`src/rtl/clksrc_pkg.sv`:
```
package clksrc_pkg;

  typedef enum logic [2:0] {
    ST_IDLE,
    ST_ISO,
    ST_SWITCH,
    ST_SMRST,
    ST_RELEASE,
    ST_RECON,
    ST_GO
  } seq_state_t;

  // True for the five timed steps of a switch
  function automatic logic in_seq(seq_state_t s);
    return (s == ST_ISO) || (s == ST_SWITCH) || (s == ST_SMRST) ||
           (s == ST_RELEASE) || (s == ST_RECON);
  endfunction

  // True while the channels are held off the bus
  function automatic logic isolated(seq_state_t s);
    return (s == ST_ISO) || (s == ST_SWITCH) || (s == ST_SMRST) ||
           (s == ST_RELEASE);
  endfunction

endpackage

```
`src/rtl/clksrc_policy.sv`:
```
module clksrc_policy #(
  parameter int          SEL_W    = 8,
  parameter logic [7:0]  SEL_PLL  = 8'h21,
  parameter logic [7:0]  SEL_HOST = 8'h23
) (
  input  logic             write_i,
  input  logic             bus66_i,
  input  logic             partner_idle_i,
  input  logic             cur_pll_i,
  output logic             switch_o,
  output logic [SEL_W-1:0] target_sel_o
);

  logic need_pll;

  always_comb begin
    need_pll     = write_i | bus66_i;
    switch_o     = partner_idle_i && (need_pll != cur_pll_i);
    target_sel_o = need_pll ? SEL_W'(SEL_PLL) : SEL_W'(SEL_HOST);
  end

endmodule

```
`src/rtl/clksrc_step_timer.sv`:
```
module clksrc_step_timer #(
  parameter int STEP_CYC = 4
) (
  input  logic clk,
  input  logic rst,
  input  logic clr_i,
  input  logic en_i,
  output logic last_o
);

  localparam int CNT_W = (STEP_CYC > 1) ? $clog2(STEP_CYC) : 1;
  localparam logic [CNT_W-1:0] CNT_LAST = CNT_W'(STEP_CYC - 1);

  logic [CNT_W-1:0] cnt_q;

  always_ff @(posedge clk) begin
    if (rst || clr_i) begin
      cnt_q <= '0;
    end else if (en_i) begin
      cnt_q <= cnt_q + 1'b1;
    end
  end

  assign last_o = (cnt_q == CNT_LAST);

endmodule

```
`src/rtl/clksrc_seq_fsm.sv`:
```
module clksrc_seq_fsm
  import clksrc_pkg::*;
#(
  parameter int          NUM_CH   = 2,
  parameter int          SEL_W    = 8,
  parameter logic [7:0]  SEL_HOST = 8'h23
) (
  input  logic              clk,
  input  logic              rst,
  input  logic              issue_i,
  input  logic              switch_i,
  input  logic [SEL_W-1:0]  target_sel_i,
  input  logic              last_i,
  output logic              timer_clr_o,
  output logic              timer_en_o,
  output logic              go_o,
  output logic              stall_o,
  output logic              busy_o,
  output logic [NUM_CH-1:0] tri_o,
  output logic [SEL_W-1:0]  sel_o,
  output logic              chan_rst_o,
  output logic [NUM_CH-1:0] sm_rst_o
);

  seq_state_t       state_q, state_n;
  logic             accept;
  logic [SEL_W-1:0] tgt_q;

  assign accept = ((state_q == ST_IDLE) || (state_q == ST_GO)) && issue_i;

  always_comb begin
    state_n = state_q;
    unique case (state_q)
      ST_IDLE, ST_GO: begin
        if (accept) state_n = switch_i ? ST_ISO : ST_GO;
        else        state_n = ST_IDLE;
      end
      ST_ISO:     if (last_i) state_n = ST_SWITCH;
      ST_SWITCH:  if (last_i) state_n = ST_SMRST;
      ST_SMRST:   if (last_i) state_n = ST_RELEASE;
      ST_RELEASE: if (last_i) state_n = ST_RECON;
      ST_RECON:   if (last_i) state_n = ST_GO;
      default:    state_n = ST_IDLE;
    endcase
  end

  assign timer_en_o  = in_seq(state_q);
  assign timer_clr_o = !in_seq(state_q) || last_i;

  always_ff @(posedge clk) begin
    if (rst) begin
      state_q    <= ST_IDLE;
      tgt_q      <= SEL_W'(SEL_HOST);
      go_o       <= 1'b0;
      stall_o    <= 1'b0;
      busy_o     <= 1'b0;
      tri_o      <= '0;
      sel_o      <= SEL_W'(SEL_HOST);
      chan_rst_o <= 1'b0;
      sm_rst_o   <= '0;
    end else begin
      state_q    <= state_n;
      if (accept && switch_i) tgt_q <= target_sel_i;
      go_o       <= (state_n == ST_GO);
      stall_o    <= in_seq(state_n);
      busy_o     <= in_seq(state_n);
      tri_o      <= {NUM_CH{isolated(state_n)}};
      chan_rst_o <= (state_n == ST_SWITCH) || (state_n == ST_SMRST);
      sm_rst_o   <= {NUM_CH{(state_n == ST_SMRST) && (state_q != ST_SMRST)}};
      if ((state_n == ST_SWITCH) && (state_q != ST_SWITCH)) sel_o <= tgt_q;
    end
  end

endmodule

```
`src/rtl/clksrc_switch_seq.sv`:
```
module clksrc_switch_seq #(
  parameter int          NUM_CH   = 2,
  parameter int          STEP_CYC = 4,
  parameter int          SEL_W    = 8,
  parameter logic [7:0]  SEL_PLL  = 8'h21,
  parameter logic [7:0]  SEL_HOST = 8'h23
) (
  input  logic              clk,
  input  logic              rst,
  input  logic              cmd_issue_i,
  input  logic              cmd_write_i,
  input  logic              bus66_i,
  input  logic              partner_idle_i,
  input  logic              cur_pll_i,
  output logic              cmd_go_o,
  output logic              stall_o,
  output logic              busy_o,
  output logic [NUM_CH-1:0] tri_en_o,
  output logic [SEL_W-1:0]  clk_sel_o,
  output logic              chan_rst_o,
  output logic [NUM_CH-1:0] sm_rst_o
);

  logic             do_switch;
  logic [SEL_W-1:0] target_sel;
  logic             step_last;
  logic             timer_clr;
  logic             timer_en;

  clksrc_policy #(
    .SEL_W    (SEL_W),
    .SEL_PLL  (SEL_PLL),
    .SEL_HOST (SEL_HOST)
  ) u_policy (
    .write_i        (cmd_write_i),
    .bus66_i        (bus66_i),
    .partner_idle_i (partner_idle_i),
    .cur_pll_i      (cur_pll_i),
    .switch_o       (do_switch),
    .target_sel_o   (target_sel)
  );

  clksrc_step_timer #(
    .STEP_CYC (STEP_CYC)
  ) u_timer (
    .clk    (clk),
    .rst    (rst),
    .clr_i  (timer_clr),
    .en_i   (timer_en),
    .last_o (step_last)
  );

  clksrc_seq_fsm #(
    .NUM_CH   (NUM_CH),
    .SEL_W    (SEL_W),
    .SEL_HOST (SEL_HOST)
  ) u_fsm (
    .clk          (clk),
    .rst          (rst),
    .issue_i      (cmd_issue_i),
    .switch_i     (do_switch),
    .target_sel_i (target_sel),
    .last_i       (step_last),
    .timer_clr_o  (timer_clr),
    .timer_en_o   (timer_en),
    .go_o         (cmd_go_o),
    .stall_o      (stall_o),
    .busy_o       (busy_o),
    .tri_o        (tri_en_o),
    .sel_o        (clk_sel_o),
    .chan_rst_o   (chan_rst_o),
    .sm_rst_o     (sm_rst_o)
  );

endmodule

```
`config.mk`:
```
export PLATFORM = sky130hd
export DESIGN_NAME = clksrc_switch_seq
export DESIGN_NICKNAME = d
export VERILOG_FILES = /design/src/rtl/clksrc_pkg.sv /design/src/rtl/clksrc_policy.sv /design/src/rtl/clksrc_step_timer.sv /design/src/rtl/clksrc_seq_fsm.sv /design/src/rtl/clksrc_switch_seq.sv
export SDC_FILE = /design/constraint.sdc
export NUM_CORES = 1
export LEC_CHECK = 0
export BUFFER_PORTS_ARGS = -buffer_cell sky130_fd_sc_hd__buf_2
export CAP_MARGIN = 10
export CELL_PAD_IN_SITES_DETAIL_PLACEMENT = 1
export CELL_PAD_IN_SITES_GLOBAL_PLACEMENT = 2
export CORE_MARGIN = 2
export CORE_UTILIZATION = 31
export DETAILED_ROUTE_END_ITERATION = 8
export PLACE_DENSITY_LB_ADDON = 0.2
export SKIP_LAST_GASP = 1
export SLEW_MARGIN = 20
export SYNTH_ARGS = -nofsm -noshare
export SYNTH_HDL_FRONTEND = slang
export SYNTH_HIERARCHICAL = 1
export SYNTH_SLANG_ARGS = --single-unit
```
`constraint.sdc`:
```
create_clock -name clk -period 1.9 [get_ports clk]
set_clock_uncertainty 0.2 [all_clocks]
set_input_delay 0.19 -clock clk [delete_from_list [all_inputs] [get_ports clk]]
set_output_delay 0.19 -clock clk [all_outputs]
set_load 0.01 [all_outputs]
```
# After elaboration in Yosys (flattened, before gate mapping)
# Cells that the tools add are included.
word_totals:
  ff_bits: 26
  output_inout_bits: 16
  input_bits: 7
classes:
  n_addsub: 1
  bitwise_logic: 1
  eq_ne: 16
  reduce_logical: 20
  muxes: 9
op_table:
  columns: ["op", "count"]
  rows:
  - ["3-bit two-way mux", 7]
  - ["3-bit equality test (second input constant)", 6]
  - ["3-bit case mux with 6 select lines", 1]
  - ["3-bit by 2-bit equality test with 1-bit output (second input constant)", 4]
  - ["1-bit logical OR", 12]
  - ["3-bit by 1-bit equality test with 1-bit output (second input constant)", 2]
  - ["3-bit by 2-bit != test with 1-bit output (second input constant)", 2]
  - ["1-bit logical AND", 5]
  - ["3-bit logical NOT", 1]
  - ["2-bit by 1-bit adder with 2-bit output (second input constant)", 1]
  - ["2-bit equality test (second input constant)", 1]
  - ["2-bit two-way mux", 1]
  - ["2-bit OR reduction", 1]
  - ["1-bit logical NOT", 1]
  - ["1-bit != test", 1]
  - ["1-bit OR", 1]

# Depth between registers and ports, before layout
# Gate-level depths: netlist of the first run.
logic_depth:
  word_depth: 11
  ltp_mapped: 7
  mapped_depth_nobuf: 7

# Cells and area by module
# Netlist of the first run, hierarchy kept.
by_module_without_submodules:
  columns: ["mod", "cells_per_inst", "area_each_um2", "instances"]
  rows:
  - ["clksrc_seq_fsm", 101, 1052.3, 1]
  - ["clksrc_step_timer", 7, 91.3, 1]
  - ["clksrc_policy", 13, 81.3, 1]

# Worst setup path after synthesis of the first run
# OpenSTA, ideal clock, no wires.
synth_timing:
  path_kind: "input-to-reg"
  start: "in bus66_i"
  end: "reg u_fsm/tri_o[0] (netlist name)"
  n_path_buf: 0
  path_slack_ns: -0.201
  cell_stages: 7
  arrival_ns: 1.780
  cell_sequence: "or3_1 and3_1 nand2b_1 maj3_2 o21a_4 nand2_2 mux2_4"
synth_between:
  elab_chain_len: 10
synth_rtl:
  columns: ["element", "line", "text"]
  rows:
  - ["start, declared", "clksrc_switch_seq.sv:12", "input logic bus66_i,"]
  - ["1-bit OR (*)", "clksrc_policy.sv:17", "need_pll = write_i | bus66_i;"]
  - ["1-bit != test (*)", "clksrc_policy.sv:18", "switch_o = partner_idle_i && (need_pll != cur_pll_i);"]
  - ["1-bit logical AND (*)", "clksrc_policy.sv:18", null]
  - ["via do_switch", "clksrc_switch_seq.sv:24", "logic do_switch;"]
  - ["3-bit two-way mux (*) (2 in a row)", "clksrc_seq_fsm.sv:35", "if (accept) state_n = switch_i ? ST_ISO : ST_GO;"]
  - ["3-bit case mux with 6 select lines (*)", "clksrc_seq_fsm.sv:33", "unique case (state_q)"]
  - ["3-bit by 1-bit equality test with 1-bit output or 3-bit by 2-bit equality test with 1-bit output (tied branches)", "clksrc_pkg.sv:21", "return (s == ST_ISO) || (s == ST_SWITCH) || (s == ST_SMRST) ||"]
  - ["1-bit logical OR (2 in a row)", "clksrc_pkg.sv:21", null]
  - ["1-bit logical OR (*)", "clksrc_pkg.sv:21", null]
# The timed path passes the listed nets; every way through them passes the cells marked *.
# A chain may end at the register's enable or synchronous reset.

# Worst setup path in the final report of the first run
layout_timing:
  start: "in cur_pll_i"
  end: "reg u_fsm/tri_o[0] (netlist name)"
layout_between:
  elab_chain_len: 9
layout_rtl:
  columns: ["element", "line", "text"]
  rows:
  - ["start, declared", "clksrc_switch_seq.sv:14", "input logic cur_pll_i,"]
  - ["1-bit != test (*)", "clksrc_policy.sv:18", null]
  - ["1-bit logical AND (*)", "clksrc_policy.sv:18", null]
  - ["via do_switch", "clksrc_switch_seq.sv:24", null]
  - ["3-bit two-way mux (*) (2 in a row)", "clksrc_seq_fsm.sv:35", null]
  - ["3-bit case mux with 6 select lines (*)", "clksrc_seq_fsm.sv:33", null]
  - ["3-bit by 1-bit equality test with 1-bit output or 3-bit by 2-bit equality test with 1-bit output (tied branches)", "clksrc_pkg.sv:21", null]
  - ["1-bit logical OR (2 in a row)", "clksrc_pkg.sv:21", null]
  - ["1-bit logical OR (*)", "clksrc_pkg.sv:21", null]
# Marks and branches as above.

==> run metrics, run 1 <==
status=finished, final reports clean; DIE HEIGHT=66.9 µm; CP Cell Sequence=buf_6 -> or3_1 -> and3_4 -> nand2b_4 -> maj3_2 -> o21a_4 -> nand2_2 -> mux2_4; post-synthesis register bit count=26; most frequent cells in the layout=25 x dfxtp_1, 21 x buf_2, 13 x nor2_1, 13 x buf_4, 11 x mux2i_1; Worst R2R Setup Slack=0.09 ns; slowest stage cell, crit path=or3_1; Overall Global Routing Usage=0.122; cts bufs inserted=3; crit path kind=input pin to flop; r2r startpoint=u_timer/cnt_q[1]; worst path arrival time=1.80 ns; final period utilization=0.970; YS warnings=6; row count=22; FMAX=543 MHz; vias in the first global route=907; Clk pin slew, worst setup/hold paths=0.09 ns; fin area=1480 µm²; Mapped Cells=121; area grow syn2layout=21.1%; worst min-delay path category=input pin to flop; post-synth cell types=39; CTS sink cnt=26; Initial Utilization=0.327; RSZ-0062 raised after global routing=yes; CTS tree=done; core area=3740 µm²; fraction of layout cells with a size suffix above 1=0.396; reg2reg end=u_fsm/sel_o[0]; Root Driver=clkbuf_8; Final Max Slew Viols=0; Overflow after GRT=0; Clk Latency, worst-skew pair=0.27 ns; Worst path depth=8; Crit path required time=1.86 ns; maximum vdd ir drop=0.352 mV; crit path launch=cur_pll_i; Hold Vio Cnt, Final=0; WP buf/inv=1; crit-path leading delay family=simple AND/OR/NAND/NOR gates; via-per-instance ratio=4.52; PortBufs=22; detailed-route DRC error count=0; commonest non-fill, non-tap cell in the layout=dfxtp_1; deepest clock path buffer count=2; CTS Hold Bufs=0; first-pass iteration count of the detailed router=4; minimum clock period=1.84 ns; antenna-violating nets left=0; n_diodes=0; worst reg2reg path depth=6; initial antenna violation count=0; Routed WL=2330 µm; largest net degree at the start of global routing=26; routed vias=891; Area after DPL=1400 µm²; Seq/Total Area, Yosys=0.425; hold_ws=0.147 ns; die area=4470 µm²; crit-path max FO=3; CTS H-tree depth=1; Mean Syn Cell Area=10.1 µm²; asr flop ratio synth=0; Setup Viol. Count Final=0; maximum single-stage delay on the critical path=0.36 ns; routability-driven placement congestion ratio=0.751; final net count=158; pwr dens=939 nW/µm²; first-pass GRT wire length=4040 µm; Critical Path Sink=u_fsm/tri_o[0]; drt wl/cell=11.8 µm; Top Ports=23; Die W=66.9 µm; cell area after synthesis=1220 µm²; max-cap viol count=0; hpwl dp=1720 µm; DR iter-0 viols=30; Post-synth top flop=dfxtp_1; Leakage=0.601 nW; EDFF count, synth=0; crit end category=flop; Worst Setup Start Kind=input pin
-- what timing repair did --
action                     in CTS  in global routing
buffers inserted                0                  0
pin swaps                       0                  5
setup endpoints to repair       6                  7
gates resized for setup         1                  6
-- cell type report --
class	instances	area (µm²)
well taps	48	60.1
multi-input cells	81	614
flip-flops and latches	26	522
clock buffers	4	55.1
inverters	2	7.51
fillers	442	2260
repair buffers	36	225
-- metal layers --
| layer | GRT usage | wire length [µm] | vias up |
|---|---|---|---|
| li1 | - | - | 451 |
| met1 | 0.161 | 1190 | 419 |
| met2 | 0.183 | 975 | 17 |
| met3 | 0.0304 | 110 | 4 |
| met4 | 0.0612 | 46 | 0 |
| met5 | 0 | 0 | - |
-- per-stage QoR --
| step | cells | TNS (ns) | power (mW) | setup slack (ns) | util |
|---|---|---|---|---|---|
| finish | 197 | 0 | 1.39 | 0.0568 | 0.396 |
| global route | 197 | -0.00737 | 1.48 | -0.00661 | 0.396 |
| CTS | 197 | 0 | 1.40 | 0.0246 | 0.389 |
| detailed placement | 193 | -1.81 | 1.04 | -0.261 | 0.373 |
| global placement | 193 | -1.51 | 1.03 | -0.235 | 0.373 |
| floorplan | 126 | -0.133 | 0.947 | -0.133 | - |
-- synthesized netlist by cell type (2+ instances only) --
master / instances / area share
nor3_2: 4 / 0.033
nor2b_1: 7 / 0.036
clkbuf_1: 2 / 0.0061
o21ai_0: 2 / 0.0082
a211o_1: 6 / 0.043
buf_4: 12 / 0.074
conb_1: 2 / 0.0061
a21oi_2: 2 / 0.014
nand2b_1: 3 / 0.015
nand2_1: 2 / 0.0061
nor2_1: 13 / 0.040
mux2i_1: 11 / 0.090
inv_1: 2 / 0.0061
nor3_1: 2 / 0.0082
buf_6: 2 / 0.018
dfxtp_1: 26 / 0.42
-- flip-flops by register name, summed over array words and instances, names as in the netlist --
register	flops
u_fsm/sel_o	8
u_fsm/tgt_q	8
u_fsm/state_q	3
u_timer/cnt_q	2
u_fsm/busy_o	1
u_fsm/chan_rst_o	1
u_fsm/go_o	1
u_fsm/sm_rst_o	1
u_fsm/tri_o	1
-- power breakdown --
part           switching (mW)  internal [mW]
Combinational           0.194          0.205
Sequential             0.0449          0.597
Clock                   0.167          0.185
-- worst min path at each step --
stage | start | to | depth (start not counted)
floorplan | rst | u_timer/cnt_q[0] | 1
global placement | u_fsm/tgt_q[1] | u_fsm/sel_o[1] | 1
detailed placement | u_fsm/tgt_q[1] | u_fsm/sel_o[1] | 1
CTS | rst | u_fsm/tgt_q[6] | 2
global route | rst | u_fsm/sel_o[2] | 2
finish | rst | u_fsm/tgt_q[6] | 2
-- worst reg2reg max path: cells and delay by family (launching register included) --
family / cells / cell delay (ns)
buffers and inverters: 1 / 0.18
AO/OA/AOI/OAI: 1 / 0.25
AND/OR/NAND/NOR: 3 / 0.50
flip-flops: 1 / 0.38
adder cells (fa/ha/maj): 1 / 0.20
-- kinds of logic after synthesis --
logic type	count (synthesis)	share of synthesized area
AND/OR/NAND/NOR	39	0.186
multiplexers	12	0.102
adder cells (fa/ha/maj)	2	0.0194
XOR/XNOR	2	0.0143
other	2	0.00613
buffers and inverters	19	0.115
AO/OA/AOI/OAI	19	0.132
flip-flops	26	0.425
Note: power is estimated with default switching activity, not from simulation.
==> run 2, diff against run 1 <==
Settings changed: ABC_AREA set to 1, CORE_UTILIZATION 31 to 27.
==> run 2 against run 1 <==
Non-clock buffer count decreased by 13. Die area increased by 6.4%. Largest cell class is now sequential cells. Final cell count increased by 14%. Via count increased by 6.7%.
==> run metrics, run 2 <==
status=finished, final reports clean; most frequent cell after synthesis=nand2_1; pwr dens=876 nW/µm²; cts bufs inserted=3; Die W=69.0 µm; commonest non-fill, non-tap cell in the layout=nand2_1; crit path kind=flop to flop; Leakage=0.647 nW; top flop regs=u_fsm/sel_o x8, u_fsm/tgt_q x8, u_fsm/state_q x3; fraction of layout cells with a size suffix above 1=0.206; # Post-CTS Setup Buffers=0; Clk Latency, worst-skew pair=0.26 ns; drt wl/cell=10.8 µm; CTS Hold Bufs=0; DIE HEIGHT=69.0 µm; CTS-repair resized insts=0; max-cap viol count=0; TNS Setup=0 ns; area of the multi-input gates=480 µm²; most frequent cells in the layout=39 x nand2_1, 26 x dfxtp_1, 22 x buf_2; top post-synthesis cells by area=dfxtp_1 46%, nand2_1 13%, buf_4 7.2%; final net count=184; DR iter-0 viols=16; hpwl dp=1960 µm; die area=4760 µm²; worst min-delay path category=input pin to flop; minimum clock period=1.66 ns; area grow syn2layout=14.4%; Area after DPL=1250 µm²; RSZ-0062 raised after global routing=no; Clk pin slew, worst setup/hold paths=0.09 ns; Hold Path Depth=4; n_diodes=0; worst reg2reg path depth=5; Synth top area share=0.457; most frequent cells after synthesis=39 x nand2_1, 26 x dfxtp_1, 19 x nor2_1, 14 x inv_1, 11 x buf_4; Final Max Slew Viols=0; Post-synth top flop=dfxtp_1; CTS H-tree depth=1; via-per-instance ratio=4.23; Overflow after GRT=0; Hold Vio Cnt, Final=0; Routed WL=2440 µm; routability-driven placement congestion ratio=0.675; Worst Setup Start Kind=flop; crit-path max FO=9; Top Ports=23; Root Driver=clkbuf_8; CTS tree=done; initial antenna violation count=0; biggest area consumer among synthesized cells=dfxtp_1; sequential cell area=520 µm²; Mapped Cells=156; fillers=519; asr flop ratio synth=0; Overall Global Routing Usage=0.119; Initial Utilization=0.283; r2r startpoint=u_timer/cnt_q[0]; hold path endpoint=u_fsm/tgt_q[1]; maximum vdd ir drop=0.282 mV; Worst R2R Setup Slack=0.24 ns; PortBufs=22; Setup Viol. Count Final=0; largest net degree at the start of global routing=15; Crit path required time=1.86 ns; cell area after synthesis=1140 µm²; CTS sink cnt=26; post-synthesis register bit count=26; post-synth cell types=22; worst path arrival time=1.62 ns; routed vias=951; first-pass GRT wire length=4130 µm; vias in the first global route=938; core area=4030 µm²; row count=23; Worst Hold Launch=cmd_write_i; detailed-route DRC error count=0; FMAX=603 MHz; reg2reg end=u_fsm/sel_o[7]; crit end category=flop; fin area=1300 µm²; Seq/Total Area, Yosys=0.457; first-pass iteration count of the detailed router=4; Mean Syn Cell Area=7.31 µm²; deepest clock path buffer count=2; EDFF count, synth=0; final period utilization=0.872; antenna-violating nets left=0; YS warnings=6
run 2: changes by cell type in the layout (fill, tap and decap cells not counted), moves of 3 or more:
cell and change:
a211o_1 -6, a21oi_1 +8, buf_4 -12, clkinv_1 +3
inv_1 +12, mux2i_1 -11, nand2_1 +37, nand3_1 +8
nor2_1 +6, nor2b_1 -7, nor3_2 -4, o21ai_0 +5
run 2: per-layer routing:
layer | vias to the layer above | global-route usage | share of wire
li1 | 506 | - | -
met1 | 430 | 0.145 | 0.47
met2 | 13 | 0.206 | 0.49
met3 | 2 | 0.0244 | 0.032
met4 | 0 | 0.0441 | 0.0070
met5 | - | 0 | 0
run 2: stage by stage:
step	util	hold WS (ns)	setup slack [ns]	cells	total power [mW]
3_3_place_gp	0.310	0.255	0.241	221	0.794
5_1_grt	0.324	0.0223	0.0449	225	1.24
3_5_place_dp	0.310	0.261	0.237	221	0.802
6_report	0.324	0.0297	0.243	225	1.14
4_1_cts	0.324	0.0224	0.221	225	1.17
2_1_floorplan	-	0.146	0.457	161	0.760
run 2: worst max-delay path, stage by stage, from the launching register on:
cell	delay (ns)
dfxtp_1	0.34
ha_1	0.27
nand4_2	0.21
clkinv_1	0.26
o21ai_0	0.21
a21oi_1	0.05
run 2: where the power goes:
group / switching (mW) / leakage (nW) / total [mW] / internal, mW
registers: 0.0188 / 0.212 / 0.595 / 0.576
clock network: 0.172 / 0.0288 / 0.357 / 0.185
logic: 0.119 / 0.406 / 0.190 / 0.0710
total: 0.310 / 0.647 / 1.14 / 0.832
run 2: kinds of logic after synthesis:
group,Yosys count,synth area share
AO/OA/AOI/OAI,18,0.0834
adder cells (fa/ha/maj),1,0.0110
buffers and inverters,31,0.138
flip-flops,26,0.457
other,2,0.00659
AND/OR/NAND/NOR,78,0.304
run 2: worst max path at each step:
stage | from | endpoint
2_1_floorplan | u_fsm/state_q[1] | u_timer/cnt_q[0]
3_3_place_gp | u_timer/cnt_q[0] | u_fsm/sel_o[7]
3_5_place_dp | bus66_i | u_fsm/busy_o
4_1_cts | u_timer/cnt_q[0] | u_fsm/sel_o[7]
5_1_grt | u_timer/cnt_q[0] | u_fsm/tri_o[0]
6_report | u_timer/cnt_q[0] | u_fsm/sel_o[7]
run 2: final cells by class:
class                           instances  share of cell area
Clock buffer                            4              0.0422
Inverter                               18              0.0518
Multi-Input combinational cell        104               0.369
Sequential cell                        26               0.399
Tap cell                               50              0.0480
Timing Repair Buffer                   23              0.0902
